[src/rtl/dopp_acq_seq.sv]
module dopp_acq_seq #(
  parameter int FW         = 24,
  parameter int CW         = 12,
  parameter int AW         = 16,
  parameter int SPW        = 8,
  parameter int CENTER_HZ  = 1405000,
  parameter int COARSE_HZ  = 500,
  parameter int FINE_HZ    = 100,
  parameter int CODE_STEPS = 2046,
  parameter int FINE_BINS  = 7,
  parameter int CONF_INIT  = 2,
  parameter int CONF_MAX   = 4
) (
  input  logic          clk,
  input  logic          rst_n,
  input  logic          start,
  input  logic [AW-1:0] threshold,
  input  logic [SPW-1:0] span_bins,
  input  logic          corr_valid,
  input  logic [AW-1:0] corr_amp,
  output logic          corr_req,
  output logic [FW-1:0] freq_cmd,
  output logic [CW-1:0] code_cmd,
  output logic          busy,
  output logic          done,
  output logic [FW-1:0] cap_freq,
  output logic [CW-1:0] cap_code
);
  localparam int CIW = SPW + 1;
  localparam int FIW = $clog2(FINE_BINS);
  localparam int KW  = $clog2(CONF_MAX + 1);

  typedef enum logic [2:0] {S_IDLE, S_COARSE, S_FINE, S_CONF, S_DONE} st_t;

  st_t           st;
  logic [CIW-1:0] cidx, nxt_cidx;
  logic [CW-1:0]  code, nxt_code;
  logic [FIW-1:0] fidx;
  logic [KW-1:0]  conf;
  logic [FW-1:0]  best_f, coarse_f, fine_f;
  logic [AW-1:0]  best_a;
  logic           hit, last_cell;

  function automatic int sym_off(int idx, int step);
    int mag;
    mag = (idx + 1) / 2;
    return (idx % 2 == 1) ? mag * step : -(mag * step);
  endfunction

  assign coarse_f  = FW'(CENTER_HZ + sym_off(int'(cidx), COARSE_HZ));
  assign fine_f    = FW'(int'(coarse_f) + sym_off(int'(fidx), FINE_HZ));
  assign hit       = corr_amp > threshold;
  assign last_cell = cidx == {span_bins, 1'b0};
  assign busy      = st == S_COARSE || st == S_FINE || st == S_CONF;
  assign corr_req  = busy;
  assign done      = st == S_DONE;
  assign code_cmd  = code;
  assign freq_cmd  = (st == S_CONF) ? best_f : (st == S_FINE) ? fine_f : coarse_f;

  always_comb begin
    nxt_cidx = cidx + 1'b1;
    nxt_code = code;
    if (last_cell) begin
      nxt_cidx = '0;
      nxt_code = (code == CW'(CODE_STEPS - 1)) ? '0 : code + 1'b1;
    end
  end

  always_ff @(posedge clk or negedge rst_n) begin
    if (!rst_n) begin
      st       <= S_IDLE;
      cidx     <= '0;
      code     <= '0;
      fidx     <= '0;
      conf     <= '0;
      best_f   <= '0;
      best_a   <= '0;
      cap_freq <= '0;
      cap_code <= '0;
    end else begin
      case (st)
        S_IDLE, S_DONE:
          if (start) begin
            st   <= S_COARSE;
            cidx <= '0;
            code <= '0;
          end
        S_COARSE:
          if (corr_valid) begin
            if (hit) begin
              st   <= S_FINE;
              fidx <= '0;
            end else begin
              cidx <= nxt_cidx;
              code <= nxt_code;
            end
          end
        S_FINE:
          if (corr_valid) begin
            if (fidx == '0 || corr_amp > best_a) begin
              best_a <= corr_amp;
              best_f <= fine_f;
            end
            if (fidx == FIW'(FINE_BINS - 1)) begin
              st   <= S_CONF;
              conf <= KW'(CONF_INIT);
            end else begin
              fidx <= fidx + 1'b1;
            end
          end
        S_CONF:
          if (corr_valid) begin
            if (hit) begin
              if (conf == KW'(CONF_MAX - 1)) begin
                st       <= S_DONE;
                cap_freq <= best_f;
                cap_code <= code;
              end else begin
                conf <= conf + 1'b1;
              end
            end else if (conf == KW'(1)) begin
              st   <= S_COARSE;
              cidx <= nxt_cidx;
              code <= nxt_code;
            end else begin
              conf <= conf - 1'b1;
            end
          end
        default: st <= S_IDLE;
      endcase
    end
  end

  AST_REQ_STABLE: assert property (@(posedge clk) disable iff (!rst_n)
    (corr_req && !corr_valid) |=> ($stable(freq_cmd) && $stable(code_cmd)));
  AST_CODE_RANGE: assert property (@(posedge clk) disable iff (!rst_n)
    code_cmd < CW'(CODE_STEPS));
  AST_CONF_BOUND: assert property (@(posedge clk) disable iff (!rst_n)
    (st == S_CONF) |-> (conf != '0 && conf < KW'(CONF_MAX)));
  AST_FINE_INDEX: assert property (@(posedge clk) disable iff (!rst_n)
    (st == S_FINE) |-> (fidx <= FIW'(FINE_BINS - 1)));
  AST_DONE_QUIET: assert property (@(posedge clk) disable iff (!rst_n)
    done |-> !corr_req);
  AST_START_IGNORED: assert property (@(posedge clk) disable iff (!rst_n)
    (busy && start && !corr_valid) |=> busy);
  AST_DONE_HOLD: assert property (@(posedge clk) disable iff (!rst_n)
    (done && !start) |=> (done && $stable(cap_freq) && $stable(cap_code)));
endmodule

[config.mk]
export PLATFORM = sky130hd
export DESIGN_NAME = dopp_acq_seq
export DESIGN_NICKNAME = d
export VERILOG_FILES = /design/src/rtl/dopp_acq_seq.sv
export SDC_FILE = /design/constraint.sdc
export NUM_CORES = 1
export LEC_CHECK = 0
export ABC_AREA = 1
export BUFFER_PORTS_ARGS = -buffer_cell sky130_fd_sc_hd__buf_2
export CORE_MARGIN = 10
export CORE_UTILIZATION = 55
export CTS_BUF_LIST = sky130_fd_sc_hd__clkbuf_4 sky130_fd_sc_hd__clkbuf_8
export DETAILED_ROUTE_END_ITERATION = 8
export GPL_ROUTABILITY_DRIVEN = 0
export GPL_TIMING_DRIVEN = 0
export PLACE_DENSITY = 0.76
export SLEW_MARGIN = 10
export SYNTH_ARGS = -nofsm -noshare
export SYNTH_HDL_FRONTEND = slang
export SYNTH_SLANG_ARGS = --single-unit
[constraint.sdc]
create_clock -name clk -period 8.9 [get_ports clk]
set_input_delay 0 -clock clk [delete_from_list [all_inputs] [get_ports clk]]
set_output_delay 0 -clock clk [all_outputs]
set_load 0.02 [all_outputs]
Word level (Yosys, flattened, before mapping)

Index checks and enable logic that the tools add are counted.

Multiply operators: 2
Multiplexer cells: 43
Add/subtract/negate cells: 13
Reduce and logical (&&, ||, !) cells: 15
Bitwise logic cells: 2
Order comparisons: 2
Equal/unequal tests: 23

Operators by type and width:

| operator               | count |
|---|---|
| $mux 12                | 8 |
| $mux 24                | 4 |
| $add 32x1->32          | 2 |
| $mux 9                 | 7 |
| $mux 3                 | 19 |
| $neg 24->24            | 2 |
| $pmux 12 s3            | 1 |
| $gt 16x16->1           | 2 |
| $mul 32x6->22 const B  | 1 |
| $mul 32x8->22 const B  | 1 |
| $pmux 9 s3             | 1 |
| $add 22x24->24 const A | 1 |
| $add 24x24->24         | 1 |
| $ne 2x2->1 const B     | 8 |
| $add 12x1->12 const B  | 1 |
| $eq 12x11->1 const B   | 1 |
| $pmux 3 s2             | 2 |
| $pmux 3 s4             | 1 |
| $add 9x1->10 const B   | 1 |
| $add 9x1->9 const B    | 1 |
| $eq 3x2->1 const B     | 3 |
| $eq 9x9->1             | 1 |
| $reduce_and 8->1       | 1 |
| $reduce_and 7->1       | 1 |
| other kinds (18)       | 29 |

Input bits: 44
Register bits: 106
Logic and storage cells: 109
Output and inout bits: 75

Depth between registers and ports, before layout

Gate-level depths: netlist of the first run.

Depth after elaboration: 10
Gate-level depth with buffers: 48
Gate-level depth less buffers: 48

Least setup slack after synthesis of the first run

OpenSTA, ideal clock, no wires.

Kind: reg-to-output
Start point: register cidx[0]
End point: output port freq_cmd[22]
Stages on the path, launching flop included: 42
Arrival: 6.715 ns
Path slack: 2.185 ns
Data required time: 8.900 ns
Buffers on the path: 1
Cells stage by stage: dfrtp_1 > buf_2 > nand3_1 > nor3_1 > nand2_1 > xor2_1 > inv_1 > fa_1 > inv_1 > fa_1 > inv_1 > fa_1 > inv_1 > fa_1 > inv_1 > ha_1 > nand2_2 > inv_1 > [6 not listed] > nand2_1 > nand2_1 > nand2_1 > xnor2_1 > inv_1 > ha_1 > a21oi_1 > o21ai_0 > a21oi_1 > o21ai_1 > a21boi_0 > o21ai_1 > nand2_1 > a21oi_1 > nor2_1 > xnor2_1 > nand2_1 > nand2_1

Cells in the longest elaborated chain, start to end: 10

Ends and longest elaborated chain:

| what                           | RTL line | text |
|---|---|---|
| start, declared                | 36       | `logic [CIW-1:0] cidx, nxt_cidx;` |
| start signal, assigned         | 94       | `cidx <= nxt_cidx;` |
| start signal, assigned         | 123      | `cidx <= nxt_cidx;` |
| $add 9x1->10                   | 46       | `mag = (idx + 1) / 2;` |
| $and 1x1->1 (no source line)   | n/a      |  |
| $add 32x1->32 (no source line) | n/a      |  |
| $mul 32x8->22                  | 47       | `return (idx % 2 == 1) ? mag * step : -(mag * step);` |
| $neg 24->24                    | 47       |  |
| $mux 24 *                      | 47       |  |
| $add 22x24->24 *               | 50       | `assign coarse_f = FW'(CENTER_HZ + sym_off(int'(cidx), COARSE_HZ));` |
| $add 24x24->24                 | 51       | `assign fine_f = FW'(int'(coarse_f) + sym_off(int'(fidx), FINE_HZ));` |
| $mux 24 * (2 in a row)         | 58       | `assign freq_cmd = (st == S_CONF) ? best_f : (st == S_FINE) ? fine_f : coarse_f;` |
| end, declared                  | 22       | `output logic [FW-1:0] freq_cmd,` |

Every way passes the cells marked *; elsewhere a longest branch is shown, timed or not.

Worst setup path in the final report of the first run

Start point: register cidx[1]
End point: output port freq_cmd[22]

Cells in the longest elaborated chain, start to end: 9

Ends and longest elaborated chain:

| what                             | RTL line |
|---|---|
| $add 9x1->10 *                   | 46 |
| $add 32x1->32 (no source line) * | n/a |
| $mul 32x8->22 *                  | 47 |
| $neg 24->24                      | 47 |
| $mux 24 *                        | 47 |
| $add 22x24->24 *                 | 50 |
| $add 24x24->24                   | 51 |
| $mux 24 * (2 in a row)           | 58 |

Marks and branches as above.

==> flow_summary.ini, run 1 <==
[outcome]
status = complete, no violations

[sta]
fmax_ghz = 0.121
hold_viol = 0
tightestPinTransition_ns = 1.09
period_needed_ns = 8.27
final.setup.tns_ns = 0
fin_worst_skew_ns = 0.0207
slew_headroom_pct = 26.6
slew_violations = 0
final-setup-viol-count = 0
layout_setup_ws_ns = 0.630
timing.final.crit_share_pct = 92.9

[layout]
nNetsFinal = 1667
final_cells = 1711
num_antenna_cells = 0
area_growth_syn_to_layout_pct = 13.4
final_util_pct = 63.8
multiInputGateArea_sq_mm = 0.00618
drive_gt1_share_pct = 15.1
fillCellCount = 1549
register_area_sq_mm = 0.00255

[worst_hold_path]
hold_path.class = in -> async

[global_routing]
grt_max_degree = 79
grt.overflow.total = 0
grt_use_total_pct = 20.9
grt_first_pass_wirelength_microns = 42300
grt_pass1_vias = 9088
antenna_found_initial = 0

[cts]
cts_num_sinks = 102
root_buffer = clkbuf_8
htree_num_levels = 3
cts_tree = yes
clk_pin_slew_ns = 0.11
clock_path_buffers = 2
cts-buffers-inserted = 9
insertion_delay_ns = 0.40

[setup_path]
crit_path_frequent_cell = nand2_1
path_buf_inv = 7
crit_start = cidx[1]
arrival_ns = 8.27
critical_path.slowest_cell = fa_1
slowest_delay_ns = 0.56
critPathTopFamily = adder cells
path_class = reg -> out
reg2reg_from = cidx[1]
crit_required_ns = 8.90
crit_fanout = 7
startpoint_type = register
endpoint_kind = output port

[detailed_routing]
wl_met3_microns = 1160
antenna_left = 0
vias = 9046
dr.pass1.iters = 5
drt_iter0_drc = 497
wl_met1_microns = 10900
wl_microns = 24600
wl_met2_microns = 12100
post-route-drc-count = 0
viasPerCell = 5.29
wl_per_cell_microns = 14.4
top_layer_used = met4

[placed_design]
dp_slack_ns = 0.962
hpwlAfterDp_microns = 20200
port_buffers = 114
dp_cells = 1678

[logic_synthesis]
yosysWarnings = 0
syn_avg_cell_area_sq_um = 7.29
syn-instance-count = 1335
synthDistinctLibCells = 47
synth_seq_cells = 102
syn_area_sq_mm = 0.00973
yosysSeqAreaShare_pct = 26.2

[flow_run]
cap_violations = 0

[die]
die_y_microns = 153
dieArea_sq_mm = 0.0234
fp.coreArea_sq_mm = 0.0173
die-width_microns = 153
ios = 119
start_util_pct = 56.3
rows = 48
-- flip-flops by register name, summed over array words and instances, names as in the netlist --
register,cells
cap_freq,22
fidx,3
cidx,9
best_a,16
code_cmd,12
best_f,22
cap_code,12
conf,3
st,3
-- path summary, 6_finish.rpt --
kind	depth (start not counted)	end	slack (ns)
setup / recovery	40	freq_cmd[22]	0.63
hold / removal	2	best_a[7]	0.03
setup reg to reg	39	best_f[22]	1.13
hold reg to reg	2	cap_freq[11]	0.49
max in group asynchronous	3	cap_freq[14]	8.21
min in group clk	4	fidx[2]	0.15
-- worst register-to-register path, delay by kind of cell, from the launching register on --
kind	cells	cell delay (ns)
flops	1	0.40
simple gates	16	1.84
fa+ha+maj	7	3.05
buf+inv	6	0.45
xor+xnor	3	0.77
compound gates	7	1.20
-- cell usage after synthesis, drive strengths merged --
library cell | instances | area share [%]
a32o | 1 | 0.10
dfrtp | 102 | 26
clkinv | 2 | 0.077
nand3 | 82 | 4.9
mux2 | 2 | 0.23
a22oi | 2 | 0.15
o21ai | 125 | 6.4
xnor2 | 14 | 1.3
a21oi | 55 | 2.9
o221ai | 5 | 0.45
a221oi | 1 | 0.090
nand4 | 11 | 0.77
nor3 | 19 | 1.0
conb | 1 | 0.039
o211ai | 13 | 1.0
o2bb2ai | 1 | 0.090
nor4 | 5 | 0.32
clkbuf | 16 | 0.62
a31oi | 5 | 0.32
nand3b | 5 | 0.39
o31ai | 4 | 0.31
o22ai | 6 | 0.39
buf | 15 | 0.86
ha | 118 | 15
o21bai | 2 | 0.15
nor2 | 74 | 3.3
a2111oi | 1 | 0.090
inv | 237 | 9.1
fa | 24 | 4.9
a21boi | 2 | 0.15
xor2 | 38 | 3.4
a211oi | 6 | 0.46
a21o | 1 | 0.077
a31o | 1 | 0.090
nand2 | 339 | 14
-- kinds of logic (layout without fill, tap and decap cells) --
family                   Yosys count  count (layout)  share of synthesized area [%]
multiplexers                       2               2                          0.231
flip-flops                       102             102                           26.2
AO/OA/AOI/OAI                    231             231                           13.3
buffers and inverters            270             418                           10.7
adder cells (fa/ha/maj)          142             142                           20.1
AND/OR/NAND/NOR                  535             535                           24.8
other                              1               4                         0.0385
XOR/XNOR                          52              52                           4.68
-- metal layers --
metal	global-route usage, %	vias up
met2	37.1	176
met3	2.89	33
li1	-	4608
met5	0	-
met1	25.8	4229
met4	5.81	0
-- placed cells by master, fill, tap and decap left out, drive strengths merged, types with 11 or more instances in the layout --
cell,count
dfrtp,102
ha,118
nand4,11
fa,24
o211ai,13
xor2,38
nand2,339
clkbuf,26
nand3,82
nor3,19
xnor2,14
o21ai,125
inv,239
a21oi,55
nor2,74
dlygate4sd3,17
buf,130
-- through the flow --
| stage | area [sq um] | hold slack [ns] |
|---|---|---|
| after detailed placement | 10600 | -0.123 |
| final | 11000 | 0.0264 |
| after floorplan | 9740 | -0.296 |
| after global placement | 10600 | 0.245 |
| after global routing | 11000 | 0.0423 |
| after CTS | 11000 | 0.0240 |
-- final cells by class --
type	count	share of cell area, %
Multi-Input combinational cell	966	56.0
Clock buffer	10	1.19
Inverter	239	8.13
Tap cell	225	2.55
Timing Repair Buffer	132	7.02
Buffer	31	1.30
Sequential cell	102	23.1
Clock inverter	6	0.737
-- repair_timing --
| item | CTS | global route |
|---|---|---|
| resized for setup | 0 | 5 |
| endpoints found under the setup margin | 0 | 1 |
| hold buffers | 17 | 0 |
| endpoints found under the hold margin | 118 | 0 |
| setup buffers | 0 | 0 |
Power of run 1 is left out: the tool's default activity adds up to more than one toggle a clock period on the data nets, which glitch-free logic cannot reach.
==> inputs of run 2 (changes only) <==
RECOVER_POWER = 25   (was not set)
TNS_END_PERCENT = 20   (was not set)
==> run 2 against run 1 <==
The flow now finishes with violations (capacitance limit, slew limit). Via count up 0.27%. Wire length about the same. First-iteration DRC count increased by 3.0%. Die area unchanged. Hold slack improved by 0.12 ns. Final cell count unchanged. Flip-flop and latch count unchanged. Sequential share of layout area is 0.066 points higher. Critical path type unchanged. Highest routed layer unchanged.
==> flow_summary.ini, run 2 (synthesis gave the netlist of run 1 again) <==
[layout]
final_util_pct = 63.6
num_antenna_cells = 0
reg_top3 = best_f x22, cap_freq x22, best_a x16
final_common_cell = nand2_1
nNetsFinal = 1667
fillCellCount = 1554
register_area_sq_mm = 0.00255
final_cell_mix = nand2_1, inv_1, ha_1, buf_2, o21ai_0
multiInputGateArea_sq_mm = 0.00618
drive_gt1_share_pct = 14.9
area_growth_syn_to_layout_pct = 13.1

[setup_path]
crit_fanout = 7
arrival_ns = 8.28
crit_path_frequent_cell = nand2_1
startpoint_type = register
slowest_delay_ns = 0.56
r2r_slack_ns = 1.11
endpoint_kind = output port
crit_required_ns = 8.90
critical_path.slowest_cell = fa_1
path_class = reg -> out

[die]
die-width_microns = 153
rows = 48
fp.coreArea_sq_mm = 0.0173
dieArea_sq_mm = 0.0234
start_util_pct = 56.3
ios = 119
die_y_microns = 153

[detailed_routing]
drt_iter0_drc = 512
vias = 9070
post-route-drc-count = 0
wl_per_cell_microns = 14.4
dr.pass1.iters = 7
viasPerCell = 5.30
wl_microns = 24600
antenna_left = 0

[sta]
slew_violations = 79
slew_headroom_pct = -179
fmax_ghz = 0.121
final-setup-viol-count = 0
period_needed_ns = 8.28
timing.final.crit_share_pct = 93.0
fin_worst_skew_ns = 0.0185
tightestPinTransition_ns = 4.18
hold_viol = 0

[global_routing]
grt_max_degree = 79
grt_first_pass_wirelength_microns = 42300
grt.overflow.total = 0
antenna_found_initial = 0
grtUsageMet1_pct = 25.8
use_met2_pct = 37.1
top_usage_layer = met2
grt_use_total_pct = 20.9
grt_pass1_vias = 9088
use_met3_pct = 2.89

[cts]
clk_pin_slew_ns = 0.11
clock_path_buffers = 2
htree_num_levels = 3
root_buffer = clkbuf_8
cts-buffers-inserted = 9
cts_num_sinks = 102
cts_tree = yes
insertion_delay_ns = 0.39

[placed_design]
port_buffers = 114
hpwlAfterDp_microns = 20200

[worst_hold_path]
hold_path.class = in -> reg

[outcome]
status = complete, but fails checks
violations = capacitance limit, slew limit

[flow_run]
cap_violations = 1
## run 2: cell types whose count changed in the layout (fill, tap and decap cells not counted)
cell,before,now
clkbuf_1,16,18
buf_16,1,0
buf_6,1,0
## run 2: metal layers
metal	vias up	part of all wire (%)	routed length, microns
li1	4610	-	-
met1	4244	44	10900
met2	186	49	12100
met3	30	4.7	1160
met4	0	1.7	417
met5	-	0	0
## run 2: cell type report
type	instances	share of cell area (%)
Clock inverter	6	0.739
Tap cell	225	2.56
Multi-Input combinational cell	966	56.1
Timing Repair Buffer	132	6.75
Clock buffer	10	1.19
Inverter	239	8.15
Buffer	31	1.31
Sequential cell	102	23.2
## run 2: worst max-delay path, delay by kind of cell (launching register included)
| kind | cells | cell delay, ns |
|---|---|---|
| AOI/OAI and AO/OA | 6 | 1.10 |
| buffers and inverters | 7 | 0.63 |
| adders and majority gates | 7 | 3.05 |
| and+or+nand+nor | 17 | 1.93 |
| xor gates and xnor gates | 3 | 0.77 |
| DFF | 1 | 0.40 |
## run 2: final timing paths
check                             start      endpoint  cells past startpoint
hold / removal               corr_valid       fidx[2]                      4
setup reg to reg                cidx[1]    best_f[22]                     39
max in group asynchronous         rst_n   cap_code[0]                      3
hold reg to reg            cap_freq[11]  cap_freq[11]                      2
setup / recovery                cidx[1]  freq_cmd[22]                     40
min in group asynchronous         rst_n     best_a[7]                      2
## run 2: timing repair
item	in CTS	in global routing
hold buffers	17	0
setup buffers	0	0
hold endpoints to repair	118	0
resized for setup	0	5
setup endpoints to repair	0	1
## run 2: stage by stage
step | cell area [sq um] | hold slack (ns) | cells | setup TNS, ns | worst slack, ns
floorplan | 9740 | -0.296 | 1338 | 0 | 2.19
global placement | 10600 | 0.245 | 1677 | 0 | 1.16
detailed placement | 10600 | -0.123 | 1678 | 0 | 0.962
CTS | 11000 | 0.0240 | 1711 | 0 | 0.499
global route | 11000 | 0.181 | 1711 | -0.0221 | -0.0221
finish | 11000 | 0.148 | 1711 | 0 | 0.621
Power of run 2 is left out for the same reason.
==> inputs of run 3 (changes only) <==
BUFFER_PORTS_ARGS = not set   (was -buffer_cell sky130_fd_sc_hd__buf_2)
CTS_BUF_LIST = sky130_fd_sc_hd__clkbuf_8 sky130_fd_sc_hd__clkbuf_16   (was sky130_fd_sc_hd__clkbuf_4 sky130_fd_sc_hd__clkbuf_8)
DONT_BUFFER_PORTS = 1   (was not set)
PLACE_DENSITY = 0.7   (was 0.76)
==> run 3 against run 2 <==
Setup slack better by 0.092 ns. The run still ends with capacitance limit, slew limit left. Fmax up 1.1%. Register-to-register slack about the same. Final cell count fell by 6.6%. Critical endpoint unchanged. Global-route usage is 0.43 points lower. Hold slack worse by 0.072 ns. Core utilization is 2.7 points lower. Wire length down 0.48%. Via count fell by 5.2%. Count of clock-buffer cells in the layout decreased by 1.
==> flow_summary.ini, run 3 (synthesis gave the netlist of run 1 again) <==
[die]
dieArea_sq_mm = 0.0234
rows = 48
die-width_microns = 153
ios = 119
start_util_pct = 56.3
die_y_microns = 153
fp.coreArea_sq_mm = 0.0173

[sta]
fin_worst_skew_ns = 0.0187
fmax_ghz = 0.122
hold_viol = 0
slew_headroom_pct = -267
final-setup-viol-count = 0
rsz0062_at_grt = false
tightestPinTransition_ns = 5.50
layout_setup_ws_ns = 0.714
timing.final.crit_share_pct = 92.0
final.setup.tns_ns = 0
slew_violations = 103
period_needed_ns = 8.19

[cts]
clk_pin_slew_ns = 0.07
cts_num_sinks = 102
cts_tree = yes
cts-buffers-inserted = 9
root_buffer = clkbuf_16
insertion_delay_ns = 0.36
htree_num_levels = 3
cts_resized = 0
clock_path_buffers = 2

[placed_design]
hpwlAfterDp_microns = 19600
port_buffers = 0
dp_slack_ns = 1.08
dp_cells = 1563

[detailed_routing]
vias = 8602
wl_per_cell_microns = 15.3
drt_iter0_drc = 504
antenna_left = 0
dr.pass1.iters = 5
post-route-drc-count = 0
viasPerCell = 5.38
wl_microns = 24500

[global_routing]
grt_pass1_vias = 8236
grt.overflow.total = 0
grt_max_degree = 103
grt_use_total_pct = 20.5
antenna_found_initial = 0
grt_first_pass_wirelength_microns = 40700

[setup_path]
endpoint_kind = output port
startpoint_type = register
path_class = reg -> out
reg2reg_from = cidx[0]
slowest_delay_ns = 0.57
crit_path_frequent_cell = nand2_1
r2r_end = best_f[22]
worst-r2r-cell-count = 41
r2r_slack_ns = 1.12
crit_required_ns = 8.90
critical_path.slowest_cell = fa_1
arrival_ns = 8.19
crit_path_end = freq_cmd[22]
crit_fanout = 8
crit_start = cidx[0]

[layout]
num_antenna_cells = 0
nNetsFinal = 1554
reg_top3 = best_f x22, cap_freq x22, best_a x16
final_cells = 1598
final_common_cell = nand2_1
final_util_pct = 60.9
final_cell_mix = nand2_1, inv_1, ha_1, o21ai_0, dfrtp_1
drive_gt1_share_pct = 7.65
area_growth_syn_to_layout_pct = 8.21

[outcome]
status = complete, but fails checks
violations = capacitance limit, slew limit

[worst_hold_path]
hold_path_startpoint = span_bins[4]
hold_path.class = in -> reg

[flow_run]
cap_violations = 1
run 3: changes by cell type in the layout (fill, tap and decap cells not counted), moves of 3 or more:
cell       delta
buf_2       -113
clkbuf_16     +9
clkbuf_8      -9
inv_8         +3
run 3: repair_timing:
item	in CTS	in global routing
hold buffers	19	0
setup endpoints to repair	0	0
buffers inserted	0	0
hold endpoints to repair	122	0
run 3: final cells by class:
type,count,area [sq um]
clock buffers,9,225
well taps,225,282
plain buffers,31,144
multi-input cells,966,6150
inverters,239,897
repair buffers,19,184
flip-flops and latches,102,2550
fillers,1617,6760
clock inverters,7,97.6
run 3: per-stage QoR:
step,hold WS [ns],area (sq um)
after floorplan,-0.296,9740
after global routing,0.107,10500
after global placement,-0.290,10000
after CTS,0.0670,10600
final,0.0757,10500
after detailed placement,-0.290,10000
run 3: worst min-delay path by stage:
stage	end	slack (ns)	cells past startpoint
5_1_grt	cidx[5]	0.11	5
4_1_cts	cidx[5]	0.07	5
3_5_place_dp	best_a[7]	-0.29	0
3_3_place_gp	best_a[8]	-0.29	0
2_1_floorplan	best_a[0]	-0.30	0
6_report	cidx[5]	0.08	5
run 3: critical path, delay by kind of cell, from the launching register on:
kind,cells,cell delay (ns)
simple gates,17,2.05
buf+inv,9,0.89
fa+ha+maj,6,2.84
compound gates,6,1.02
flops,1,0.35
xor+xnor,3,0.69
run 3: routing by layer:
metal | GRT usage [%] | up-vias | part of all wire, %
li1 | - | 4376 | -
met5 | 0 | - | 0
met2 | 35.0 | 189 | 47
met1 | 25.8 | 4015 | 45
met3 | 5.05 | 22 | 6.6
met4 | 3.81 | 0 | 0.90
Power of run 3 is left out for the same reason.
